File: config.mk
export PLATFORM = sky130hd
export DESIGN_NAME = load_switch_seq
export DESIGN_NICKNAME = d
export VERILOG_FILES = /design/src/rtl/lss_pkg.sv /design/src/rtl/lss_thermal.sv /design/src/rtl/lss_fault_arb.sv /design/src/rtl/lss_ramp.sv /design/src/rtl/load_switch_seq.sv
export SDC_FILE = /design/constraint.sdc
export NUM_CORES = 1
export LEC_CHECK = 0
export BUFFER_PORTS_ARGS = -buffer_cell sky130_fd_sc_hd__clkbuf_2
export CAP_MARGIN = 20
export CORE_UTILIZATION = 50
export DETAILED_ROUTE_END_ITERATION = 12
export MAX_ROUTING_LAYER = met4
export PLACE_DENSITY_LB_ADDON = 0.12
export SYNTH_ARGS = -nofsm -noshare
export SYNTH_HDL_FRONTEND = slang
export SYNTH_HIERARCHICAL = 1
export SYNTH_SLANG_ARGS = --single-unit
File: constraint.sdc
create_clock -name clk -period 6.75 [get_ports clk]
set_clock_uncertainty 0.05 [all_clocks]
set_input_delay 0.3375 -clock clk [delete_from_list [all_inputs] [get_ports clk]]
set_output_delay 0.3375 -clock clk [all_outputs]
set_load 0.05 [all_outputs]
File: src/rtl/lss_pkg.sv
package lss_pkg;

  typedef enum logic [2:0] {
    ST_OFF   = 3'd0,
    ST_DELAY = 3'd1,
    ST_RAMP  = 3'd2,
    ST_ON    = 3'd3,
    ST_RECOV = 3'd4
  } lss_state_e;

  typedef enum logic [1:0] {
    FLT_NONE  = 2'd0,
    FLT_THERM = 2'd1,
    FLT_OVP   = 2'd2,
    FLT_UVLO  = 2'd3
  } lss_fault_e;

  // Highest gate code for a ramp of the given width.
  function automatic int unsigned full_scale(input int unsigned width);
    return (32'd1 << width) - 32'd1;
  endfunction

  // Temperature code below which a tripped thermal guard lets go.
  function automatic int unsigned release_code(input int unsigned trip,
                                               input int unsigned hyst);
    return (trip > hyst) ? (trip - hyst) : 32'd0;
  endfunction

  // Counter width that can hold values 0..max_val.
  function automatic int unsigned cnt_width(input int unsigned max_val);
    return (max_val < 2) ? 1 : $clog2(max_val + 1);
  endfunction

endpackage

File: src/rtl/lss_thermal.sv
module lss_thermal #(
  parameter int unsigned TEMP_W    = 8,
  parameter int unsigned TRIP_CODE = 145,
  parameter int unsigned HYST_CODE = 35
) (
  input  logic              clk,
  input  logic              rst_n,
  input  logic [TEMP_W-1:0] temp_code,
  output logic              hot
);
  import lss_pkg::*;

  localparam logic [TEMP_W-1:0] TRIP_C = TEMP_W'(TRIP_CODE);
  localparam logic [TEMP_W-1:0] REL_C  = TEMP_W'(release_code(TRIP_CODE, HYST_CODE));

  logic hot_q;

  // Once tripped, stay hot down to the release code.
  assign hot = hot_q ? (temp_code >= REL_C) : (temp_code >= TRIP_C);

  always_ff @(posedge clk or negedge rst_n) begin
    if (!rst_n) hot_q <= 1'b0;
    else        hot_q <= hot;
  end
endmodule

File: src/rtl/lss_fault_arb.sv
module lss_fault_arb (
  input  logic               therm_hot,
  input  logic               ovp,
  input  logic               uvlo,
  input  logic               en_n,
  output logic               blocked,
  output lss_pkg::lss_fault_e cause
);
  import lss_pkg::*;

  always_comb begin
    if (therm_hot)  cause = FLT_THERM;
    else if (ovp)   cause = FLT_OVP;
    else if (uvlo)  cause = FLT_UVLO;
    else            cause = FLT_NONE;
  end

  assign blocked = therm_hot | ovp | uvlo | en_n;
endmodule

File: src/rtl/lss_ramp.sv
module lss_ramp #(
  parameter int unsigned GATE_W   = 8,
  parameter int unsigned STEP_CYC = 1568
) (
  input  logic              clk,
  input  logic              rst_n,
  input  logic              clr,
  input  logic              run,
  output logic [GATE_W-1:0] lvl,
  output logic              at_full
);
  import lss_pkg::*;

  localparam int unsigned PRE_W = cnt_width(STEP_CYC - 1);
  localparam logic [PRE_W-1:0]  PRE_LAST = PRE_W'(STEP_CYC - 1);
  localparam logic [GATE_W-1:0] FULL_LVL = GATE_W'(full_scale(GATE_W));

  logic [PRE_W-1:0] pre_q;
  logic             step_tick;

  assign step_tick = run && (pre_q == PRE_LAST);
  assign at_full   = (lvl == FULL_LVL);

  always_ff @(posedge clk or negedge rst_n) begin
    if (!rst_n) begin
      pre_q <= '0;
      lvl   <= '0;
    end else if (clr) begin
      pre_q <= '0;
      lvl   <= '0;
    end else if (run) begin
      pre_q <= step_tick ? '0 : pre_q + 1'b1;
      if (step_tick && !at_full) lvl <= lvl + 1'b1;
    end
  end
endmodule

File: src/rtl/load_switch_seq.sv
module load_switch_seq #(
  parameter int unsigned DLY_CYC   = 2000000,
  parameter int unsigned REC_CYC   = 2000000,
  parameter int unsigned STEP_CYC  = 1568,
  parameter int unsigned GATE_W    = 8,
  parameter int unsigned TEMP_W    = 8,
  parameter int unsigned TRIP_CODE = 145,
  parameter int unsigned HYST_CODE = 35
) (
  input  logic              clk,
  input  logic              rst_n,
  input  logic              en_n,
  input  logic              ovp_flag,
  input  logic              uvlo_flag,
  input  logic [TEMP_W-1:0] temp_code,
  output logic [GATE_W-1:0] gate_lvl,
  output logic              sw_on,
  output logic              ack_pd,
  output logic [1:0]        fault_code
);
  import lss_pkg::*;

  localparam int unsigned CNT_MAX = (DLY_CYC > REC_CYC) ? DLY_CYC : REC_CYC;
  localparam int unsigned CNT_W   = cnt_width(CNT_MAX);
  localparam logic [CNT_W-1:0]  DLY_LAST = CNT_W'(DLY_CYC - 1);
  localparam logic [CNT_W-1:0]  REC_LAST = CNT_W'(REC_CYC - 1);
  localparam logic [GATE_W-1:0] FULL_LVL = GATE_W'(full_scale(GATE_W));

  lss_state_e       state_q, state_d;
  logic [CNT_W-1:0] cnt_q, cnt_d;

  // Named internal events, also visible to the bound checker.
  logic             therm_hot;
  logic             blocked;
  logic             phase_done;
  logic             ramp_full;
  logic [GATE_W-1:0] ramp_lvl;
  lss_fault_e       cause;

  lss_thermal #(
    .TEMP_W(TEMP_W), .TRIP_CODE(TRIP_CODE), .HYST_CODE(HYST_CODE)
  ) u_thermal (
    .clk(clk), .rst_n(rst_n), .temp_code(temp_code), .hot(therm_hot)
  );

  lss_fault_arb u_arb (
    .therm_hot(therm_hot), .ovp(ovp_flag), .uvlo(uvlo_flag), .en_n(en_n),
    .blocked(blocked), .cause(cause)
  );

  lss_ramp #(
    .GATE_W(GATE_W), .STEP_CYC(STEP_CYC)
  ) u_ramp (
    .clk(clk), .rst_n(rst_n),
    .clr(state_q != ST_RAMP),
    .run((state_q == ST_RAMP) && !blocked),
    .lvl(ramp_lvl), .at_full(ramp_full)
  );

  assign phase_done = ((state_q == ST_DELAY) && (cnt_q == DLY_LAST)) ||
                      ((state_q == ST_RECOV) && (cnt_q == REC_LAST));

  always_comb begin
    state_d = state_q;
    cnt_d   = cnt_q;
    if (therm_hot) begin
      state_d = ST_OFF;
      cnt_d   = '0;
    end else if (ovp_flag) begin
      state_d = ST_RECOV;
      cnt_d   = '0;
    end else if (blocked) begin
      state_d = ST_OFF;
      cnt_d   = '0;
    end else begin
      unique case (state_q)
        ST_OFF: begin
          state_d = ST_DELAY;
          cnt_d   = '0;
        end
        ST_DELAY, ST_RECOV: begin
          if (phase_done) begin
            state_d = ST_RAMP;
            cnt_d   = '0;
          end else begin
            cnt_d = cnt_q + 1'b1;
          end
        end
        ST_RAMP: if (ramp_full) state_d = ST_ON;
        ST_ON:   state_d = ST_ON;
        default: state_d = ST_OFF;
      endcase
    end
  end

  always_ff @(posedge clk or negedge rst_n) begin
    if (!rst_n) begin
      state_q <= ST_OFF;
      cnt_q   <= '0;
    end else begin
      state_q <= state_d;
      cnt_q   <= cnt_d;
    end
  end

  // Output cut-off is combinational on the fault inputs.
  always_comb begin
    if (blocked)                gate_lvl = '0;
    else if (state_q == ST_ON)  gate_lvl = FULL_LVL;
    else if (state_q == ST_RAMP) gate_lvl = ramp_lvl;
    else                        gate_lvl = '0;
  end

  assign sw_on      = !blocked && ((state_q == ST_RAMP) || (state_q == ST_ON));
  assign ack_pd     = !blocked && (state_q == ST_ON);
  assign fault_code = cause;
endmodule

==> results by group, run 1 <==
Logic synthesis
  – Top_reg_cell synth: dfrtp_1
  – Synthesized net count: 314
  – #FFs+latches synth: 44
  – Post-synth EDFFs: 0
  – YS warnings: 6
  – Mapped Cells: 298
  – Avg Cell Area, Syn: 9.13 um^2
  – Post-synth ARST share: 100%
  – Synthesized area: 2720 um^2
  – Yosys cell types: 56
  – Sequential share of the synthesized area: 40.5%

Power and ir drop
  – VDD IR max: 87.7 uV
  – Total power: 464 uW
  – Pwr per Cell Area: 158 nW/um^2
  – Leak: 1.13 nW

Cells and area
  – Nets@finish: 330
  – Share of cells above drive strength 1: 16.5%
  – Final Cell Area: 2940 um^2
  – Util after Layout: 56.9%
  – ANT cells: 0
  – Layout area overhead: 8.18%

Clocking
  – CTS H-Tree Depth: 2
  – CTS Hold Bufs: 0
  – CTS-repair resized insts: 0
  – Worst skew pair latency: 300 ps
  – Clock Sinks: 44
  – Num CTS Buffers: 5
  – Worst-path clk slew: 90 ps
  – Post-CTS setup buffers: 0
  – Root buf cell: clkbuf_8
  – Bufs on Longest Clock Path: 2
  – CTS tree: yes

Floorplanning
  – Die Ht: 75.8 um
  – Die area: 5740 um^2
  – Initial Utilization: 52.6%
  – Core Area: 5170 um^2
  – IO Count: 25
  – Die W: 75.8 um
  – Core Rows: 26

Job
  – Max-Cap Viols: 0

STA
  – Peak Freq: 276 MHz
  – Final Hold Slack: 51.3 ps
  – RSZ-0062 raised after global routing: no
  – Setup TNS: 0 ps
  – Final hold vios: 0
  – Tcrit/Tclk final: 53.7%
  – Setup violators final: 0
  – Worst slew pin tran: 1070 ps
  – Fin. max-slew vios: 0
  – Max-slew headroom: 28.3%
  – Min Tclk post-route: 3620 ps

Route
  – WL final: 5880 um
  – 1st-pass router iterations: 4
  – Antenna-violating nets left: 0
  – Routed wire per std cell: 15.3 um
  – Initial DRC count: 201
  – Via Count: 2366
  – Residual DRC: 0
  – Drt via density: 6.15

Global routing
  – GR Overflow Total: 0
  – Gr usage total: 22.5%
  – Vias in the first global route: 1930
  – Initial antenna violation count: 0
  – First-pass GRT wire length: 9420 um
  – Pin count of the biggest net entering global routing: 45

Setup path
  – CP delay by family, top: simple AND/OR/NAND/NOR gates
  – Slowest cell on crit path: nor4_1
  – Slowest stage delay, CP: 880 ps
  – Setup CP Type: primary input to flip-flop
  – Crit. End Element: flip-flop
  – WP buf/inv: 1
  – CP Cell Sequence: clkbuf_2, o41a_1, o31ai_2, o21ai_1, nor2_1, nand2_1, nor3_1, nand4_1, nor4_1, nand4b_1, nor3b_1
  – Critical Path AT: 3750 ps
  – WP data required: 6880 ps
  – Crit Path Max Fanout: 12
  – Worst Setup Start Kind: primary input

Placement
  – Hpwl dp: 3870 um
  – GPL Wtd Cong: 0.848
  – Dpl cell area: 2850 um^2
  – IO buf count: 24

Outcome
  – Status: completed

Hold path
  – Hold Crit Class: primary input to asynchronous set/reset pin
## cell type report
class / count / area [um^2]
clock buffers: 6 / 82.6
flip-flops and latches: 44 / 1100
repair buffers: 26 / 135
inverters: 9 / 33.8
multi-input cells: 228 / 1490
well taps: 70 / 87.6
clock inverters: 2 / 10.0
fillers: 462 / 2230
## cell usage after synthesis (8+ instances only)
| library cell | count | area share [%] |
|---|---|---|
| nand3_1 | 16 | 2.9 |
| clkbuf_1 | 8 | 1.1 |
| nor3_1 | 13 | 2.4 |
| a31oi_1 | 27 | 6.2 |
| dfrtp_1 | 44 | 40 |
| nand3b_1 | 8 | 2.2 |
| o21a_1 | 9 | 2.5 |
| inv_1 | 9 | 1.2 |
| nand2_1 | 25 | 3.4 |
| a21oi_1 | 12 | 2.2 |
| nor2_1 | 16 | 2.2 |
| nand4_1 | 9 | 2.1 |
## layer usage
metal / vias up / wire, um / global-route usage (%) / share of wire, %
li1: 1175 / - / - / -
met1: 1130 / 3030 / 32.9 / 52
met2: 55 / 2540 / 31.3 / 43
met3: 6 / 256 / 4.89 / 4.4
met4: 0 / 50 / 5.76 / 0.85
met5: - / 0 / - / 0
## final timing paths
| path | start | end | cells past startpoint | slack [ps] |
|---|---|---|---|---|
| worst max register to register | u_thermal/hot_q$_DFF_PN0_ | u_ramp/lvl[6]$_DFFE_PN0P_ | 9 | 3260 |
| max in group asynchronous | rst_n | state_q[2]$_DFFE_PN0P_ | 2 | 6200 |
| worst min-delay path | rst_n | cnt_q[2]$_DFFE_PN0P_ | 2 | 50 |
| min in group clk | ovp_flag | state_q[2]$_DFFE_PN0P_ | 3 | 250 |
| worst min register to register | cnt_q[20]$_DFFE_PN0P_ | cnt_q[20]$_DFFE_PN0P_ | 1 | 450 |
| worst max-delay path | temp_code[3] | u_ramp/lvl[6]$_DFFE_PN0P_ | 11 | 3130 |
## cell usage in the layout (no fill, tap or decap), types with 6 or more instances in the layout
cell type / count
nand3b_1: 8
nor3_1: 13
nand4_1: 9
nand2_1: 25
nor4_1: 7
o21ai_0: 6
nand3_1: 16
clkbuf_8: 6
a21oi_1: 12
nor2_1: 16
dfrtp_1: 44
clkbuf_2: 24
o21a_1: 9
inv_1: 9
xor2_1: 6
a31oi_1: 27
## power by group
group	leakage (nW)	switching [mW]	internal, mW	total (mW)
Clock	0.0510	0.0952	0.0819	0.177
Combinational	0.469	0.0146	0.00663	0.0212
Sequential	0.611	0.00134	0.264	0.266
## per-stage QoR
stage / worst slack (ps) / cells
after global routing: 2920 / 385
after global placement: 3020 / 377
after detailed placement: 2890 / 377
final: 3130 / 385
after CTS: 3180 / 385
after floorplan: 3630 / 298
## registers in the layout, summed over array words and instances (netlist names)
name	count
cnt_q	21
u_ramp/pre_q	11
u_ramp/lvl	8
u_thermal/hot_q	1
state_q	3
## kinds of logic after synthesis
kind of cell / after synthesis / synth area share, %
fa+ha+maj: 3 / 1.38
xor+xnor: 8 / 2.57
compound gates: 79 / 20.7
mux: 2 / 0.736
simple gates: 136 / 29.5
buf+inv: 26 / 4.64
flops: 44 / 40.5
Note: power is estimated with default switching activity, not from simulation.
==> run 2, diff against run 1 <==
clock period = 3.3 ns   (was 6.75 ns; I/O delays follow)
==> run 2 against run 1 <==
Compared with the run above: sequential cell count stayed put; sequential power up 100%; critical path depth down 2; worst hold slack gained 22 ps; clock-buffer cell count stayed put; power up 97%; die area unchanged; non-clock buffer count up 6; clock power grew 84%; cell area grew 1.5%; critical path type is now flip-flop to flip-flop; highest routed layer unchanged.
==> results by group, run 2 (same netlist as run 1, synthesis figures left out) <==
Outcome
  – Status: completed

Route
  – Residual DRC: 0 (unchanged)
  – Antenna-violating nets left: 0 (unchanged)
  – Initial DRC count: 195 (-3.0%)
  – WL final: 5970 um (+1.5%)
  – Via Count: 2412 (+1.9%)
  – Drt via density: 6.18 (+0.64%)
  – 1st-pass router iterations: 4 (unchanged)
  – Routed wire per std cell: 15.3 um (+0.18%)

Clocking
  – Clock Sinks: 44 (unchanged)
  – Bufs on Longest Clock Path: 2 (unchanged)
  – Num CTS Buffers: 5 (unchanged)
  – CTS Hold Bufs: 1 (+1)
  – Post-CTS setup buffers: 0 (unchanged)
  – Worst skew pair latency: 300 ps (about the same)
  – Root buf cell: clkbuf_8
  – CTS-repair resized insts: 0 (unchanged)
  – CTS tree: yes
  – CTS H-Tree Depth: 2 (unchanged)
  – Worst-path clk slew: 80 ps (about the same)

Cells and area
  – Final Cell Area: 2990 um^2 (+1.5%)
  – Commonest non-fill, non-tap cell in the layout: dfrtp_1
  – Layout area overhead: 9.84%
  – ANT cells: 0 (unchanged)
  – Most frequent cells in the layout: dfrtp_1 (44), a31oi_1 (27), nand2_1 (25)
  – Share of cells above drive strength 1: 17.2% (+0.68 points)
  – Most flops, register: cnt_q
  – Largest regs: cnt_q (21), u_ramp/pre_q (11), u_ramp/lvl (8)
  – Max FFs per register: 21 (unchanged)
  – Nets@finish: 336 (+1.8%)
  – Util after Layout: 57.8% (+0.87 points)

Job
  – Max-Cap Viols: 0 (unchanged)

Floorplanning
  – Initial Utilization: 52.6% (unchanged)
  – IO Count: 25 (unchanged)
  – Core Area: 5170 um^2 (unchanged)
  – Die W: 75.8 um (unchanged)
  – Core Rows: 26 (unchanged)
  – Die Ht: 75.8 um (unchanged)
  – Die area: 5740 um^2 (unchanged)

Power and ir drop
  – Switching Power: 215 uW (+94%)
  – Clock power share: 35.6% (-2.6 points)
  – Combinational share of power: 5.1% (+0.5 points)
  – Int Power: 701 uW (+99%)
  – VDD IR max: 190 uV (+120%)
  – Pwr per Cell Area: 306 nW/um^2 (+94%)
  – Leak: 1.15 nW (+2.0%)
  – Total power: 916 uW (+97%)
  – Seq pwr share: 59.3% (+2.0 points)
  – Sw Share: 23.5% (-0.44 points)

Setup path
  – Critical Path AT: 2920 ps (-830 ps)
  – Reg-to-Reg Start: u_thermal/hot_q$_DFF_PN0_
  – Crit Path Max Fanout: 6 (-6)
  – FF-to-FF setup slack: 560 ps (-2700 ps)
  – Crit. End Element: flip-flop
  – Worst Setup Start Kind: flip-flop
  – RR Endpoint: u_ramp/lvl[5]$_DFFE_PN0P_
  – FF-to-FF path depth: 9 (unchanged)
  – WP data required: 3470 ps (-3410 ps)
  – Setup CP Type: flip-flop to flip-flop

STA
  – Setup TNS: 0 ps (unchanged)
  – Setup violators final: 0 (unchanged)
  – Min Tclk post-route: 2740 ps
  – Tcrit/Tclk final: 83.2%
  – Fin. max-slew vios: 0 (unchanged)
  – RSZ-0062 raised after global routing: no
  – Max-slew headroom: 54.0% (+26 points)
  – Worst slew pin tran: 690 ps (-378 ps)
  – Final hold vios: 0 (unchanged)
  – Peak Freq: 364 MHz

Global routing
  – Pin count of the biggest net entering global routing: 38 (-16%)
  – Initial antenna violation count: 0 (unchanged)
  – Gr usage total: 23.4% (+0.92 points)
  – First-pass GRT wire length: 9870 um (+4.8%)
  – GR Overflow Total: 0 (unchanged)
  – Vias in the first global route: 2120 (+9.8%)

Placement
  – Dpl cell area: 2900 um^2 (+1.8%)
  – IO buf count: 24 (unchanged)
  – GPL Wtd Cong: 0.842 (-0.65%)
  – Hpwl dp: 4020 um (+4.0%)

Hold path
  – Hold_sp: ovp_flag
  – Min-Delay Path Depth: 3
  – Hold Crit Class: primary input to flip-flop
  – Worst hold endpoint: state_q[2]$_DFFE_PN0P_
run 2: cell type report:
type / count / area (um^2)
Tap cell: 70 / 87.6
Multi-Input combinational cell: 228 / 1490
Timing Repair Buffer: 32 / 195
Sequential cell: 44 / 1100
Inverter: 9 / 33.8
Clock inverter: 1 / 5.00
Clock buffer: 6 / 72.6
Fill cell: 455 / 2180
run 2: power by group through the flow:
stage	clock, mW	sequential (mW)	combinational (mW)
final	0.326	0.544	0.0465
after global routing	0.359	0.544	0.0523
after detailed placement	0	0.554	0.0466
after CTS	0.339	0.544	0.0476
after global placement	0	0.554	0.0460
after floorplan	0	0.553	0.0210
run 2: layer usage:
metal | share of wire [%] | vias up | wire length (um) | track usage (%)
met5 | 0 | - | 0 | -
met4 | 1.2 | 0 | 71 | 6.79
met3 | 4.5 | 8 | 271 | 5.03
met2 | 46 | 70 | 2720 | 34.5
met1 | 49 | 1162 | 2910 | 32.3
li1 | - | 1172 | - | -
run 2: stage by stage:
step,instances,setup WS (ps),hold WS [ps]
finish,390,555,73.2
global route,390,320,96.6
CTS,390,557,63.3
detailed placement,382,339,196
global placement,382,400,184
floorplan,298,521,-181
run 2: worst max path at each step:
stage                           endpoint  depth (start not counted)  slack [ps]                      start
2_1_floorplan                     ack_pd                          7         520               temp_code[3]
3_3_place_gp   u_ramp/lvl[5]$_DFFE_PN0P_                         11         400               temp_code[3]
3_5_place_dp   u_ramp/lvl[5]$_DFFE_PN0P_                         11         340               temp_code[3]
4_1_cts        u_ramp/lvl[5]$_DFFE_PN0P_                          9         560  u_thermal/hot_q$_DFF_PN0_
5_1_grt        u_ramp/lvl[0]$_DFFE_PN0P_                          9         320  u_thermal/hot_q$_DFF_PN0_
6_report       u_ramp/lvl[5]$_DFFE_PN0P_                          9         560  u_thermal/hot_q$_DFF_PN0_
run 2: worst max-delay path: stages, from the launching register on:
cell and delay [ps]:
dfrtp_1 400, o31ai_2 210, o21ai_1 110, nor2_1 110, nand2_1 80, nor3_1 390
nand4_1 190, or4_1 660, or3_1 340, a21oi_1 140
==> run 3, diff against run 2 <==
clock period = 2.4 ns   (was 3.3 ns; I/O delays follow)
==> run 3 against run 2 <==
Compared with the run above: clock power grew 39%; first-iteration DRC count decreased by 4.6%; power rose by 39%; worst hold slack got worse by 35 ps; largest cell class unchanged.
==> results by group, run 3 (same netlist as run 1, synthesis figures left out) <==
Cells and area
  – Final Cell Area: 3250 um^2 (+8.6%)
  – Util after Layout: 62.8% (+5.0 points)
  – Layout area overhead: 19.3%
  – Largest regs: cnt_q (21), u_ramp/pre_q (11), u_ramp/lvl (8)
  – Max FFs per register: 21 (unchanged)
  – Nets@finish: 361 (+7.4%)
  – ANT cells: 0 (unchanged)
  – Fillers: 447 (-1.8%)
  – Share of cells above drive strength 1: 26.7% (+9.5 points)
  – Most frequent cells in the layout: dfrtp_1 (44), buf_4 (29), a31oi_1 (27)
  – Commonest non-fill, non-tap cell in the layout: dfrtp_1
  – Most flops, register: cnt_q

STA
  – Worst slew pin tran: 559 ps (-131 ps)
  – Final hold vios: 0 (unchanged)
  – Max-slew headroom: 62.4% (+8.4 points)
  – Peak Freq: 439 MHz (+20%)
  – Final worst slack: 121 ps (-434 ps)
  – Fin. max-slew vios: 0 (unchanged)
  – Tcrit/Tclk final: 94.9% (+12 points)
  – Min Tclk post-route: 2280 ps (-466 ps)
  – RSZ-0062 raised after global routing: yes
  – Final Hold Slack: 38.1 ps (-35.2 ps)
  – Setup violators final: 0 (unchanged)
  – Setup TNS: 0 ps (unchanged)

Route
  – WL final: 6320 um (+5.9%)
  – Residual DRC: 0 (unchanged)
  – Antenna-violating nets left: 0 (unchanged)
  – Via Count: 2509 (+4.0%)
  – Initial DRC count: 186 (-4.6%)
  – Routed wire per std cell: 15.2 um (-0.50%)
  – 1st-pass router iterations: 4 (unchanged)
  – Drt via density: 6.05 (-2.2%)

Job
  – Max-Cap Viols: 0 (unchanged)

Global routing
  – Gr usage total: 24.2% (+0.76 points)
  – Vias in the first global route: 2232 (+5.3%)
  – GR Overflow Total: 0 (unchanged)
  – Pin count of the biggest net entering global routing: 25 (-34%)
  – Initial antenna violation count: 0 (unchanged)
  – First-pass GRT wire length: 10200 um (+3.8%)

Setup path
  – Worst Setup Start Kind: flip-flop
  – Reg-to-Reg Start: u_thermal/hot_q$_DFF_PN0_
  – Critical Path AT: 2460 ps (-460 ps)
  – FF-to-FF setup slack: 120 ps (-430 ps)
  – WP data required: 2580 ps (-890 ps)
  – FF-to-FF path depth: 9 (unchanged)
  – Crit Path Max Fanout: 5 (-1)
  – Worst setup path startpoint: u_thermal/hot_q$_DFF_PN0_
  – Crit. End Element: flip-flop
  – Setup CP Type: flip-flop to flip-flop

Outcome
  – Status: completed

Floorplanning
  – Initial Utilization: 52.6% (unchanged)
  – Die Ht: 75.8 um (unchanged)
  – Core Rows: 26 (unchanged)
  – IO Count: 25 (unchanged)
  – Die area: 5740 um^2 (unchanged)
  – Core Area: 5170 um^2 (unchanged)
  – Die W: 75.8 um (unchanged)

Clocking
  – CTS H-Tree Depth: 2 (unchanged)
  – Worst-path clk slew: 90 ps (about the same)
  – Worst skew pair latency: 300 ps (about the same)
  – Root buf cell: clkbuf_8
  – Clock Sinks: 44 (unchanged)
  – CTS tree: yes
  – Bufs on Longest Clock Path: 2 (unchanged)
  – Num CTS Buffers: 5 (unchanged)

Placement
  – IO buf count: 24 (unchanged)
  – Pre-CTS WS: -263 ps (-602 ps)
  – GPL Wtd Cong: 0.877 (+4.1%)
  – Hpwl dp: 4460 um (+11%)
  – Dpl cell area: 3050 um^2 (+5.0%)

Power and ir drop
  – Leak: 1.29 nW (+12%)
  – VDD IR max: 226 uV (+19%)
  – Pwr per Cell Area: 392 nW/um^2 (+28%)

Hold path
  – Hold Crit Class: primary input to flip-flop
  – Hold_sp: ovp_flag
  – Min-Delay Path Depth: 3 (unchanged)
[run 3: cell type report]
type	instances	area [um^2]	area share (%)
clock buffers	5	68.8	2.12
clock inverters	2	12.5	0.385
inverters	9	33.8	1.04
multi-input cells	228	1550	47.8
flip-flops and latches	44	1100	33.9
well taps	70	87.6	2.70
repair buffers	57	390	12.0
[run 3: report_power, final]
group / total [mW] / switching [mW] / internal [mW]
clock: 0.454 / 0.257 / 0.197
sequential: 0.745 / 0.00180 / 0.744
combinational: 0.0732 / 0.0470 / 0.0262
total: 1.27 / 0.305 / 0.967
[run 3: worst paths after layout]
| check | endpoint |
|---|---|
| worst max register to register | u_ramp/lvl[5]$_DFFE_PN0P_ |
| worst min register to register | cnt_q[20]$_DFFE_PN0P_ |
| max in group asynchronous | state_q[0]$_DFFE_PN0P_ |
| worst min-delay path | state_q[2]$_DFFE_PN0P_ |
| min in group asynchronous | u_ramp/pre_q[4]$_DFFE_PN0P_ |
| worst max-delay path | u_ramp/lvl[5]$_DFFE_PN0P_ |
[run 3: repair_timing]
action	4_1_cts	5_1_grt
resized for setup	0	11
setup endpoints to repair	0	13
hold buffers	1	0
buffers inserted	0	8
endpoints found under the hold margin	14	0
[run 3: metal layers]
layer	vias up	track usage, %	wire length [um]
met5	-	-	0
met4	0	7.41	43
met3	5	2.78	229
li1	1224	-	-
met1	1229	31.8	3100
met2	51	39.0	2950
[run 3: stage by stage]
step / power, mW / std cells
detailed placement: 0.832 / 399
finish: 1.27 / 415
global route: 1.33 / 415
floorplan: 0.791 / 298
global placement: 0.830 / 399
CTS: 1.29 / 407
[run 3: critical path, cell delays in order, from the launching register on]
cell	delay [ps]
dfrtp_1	390
o31ai_2	260
o21ai_2	90
nor2_1	120
nand2_2	100
nor3_4	160
nand4_1	120
or4_4	460
or3_4	350
a21oi_2	120
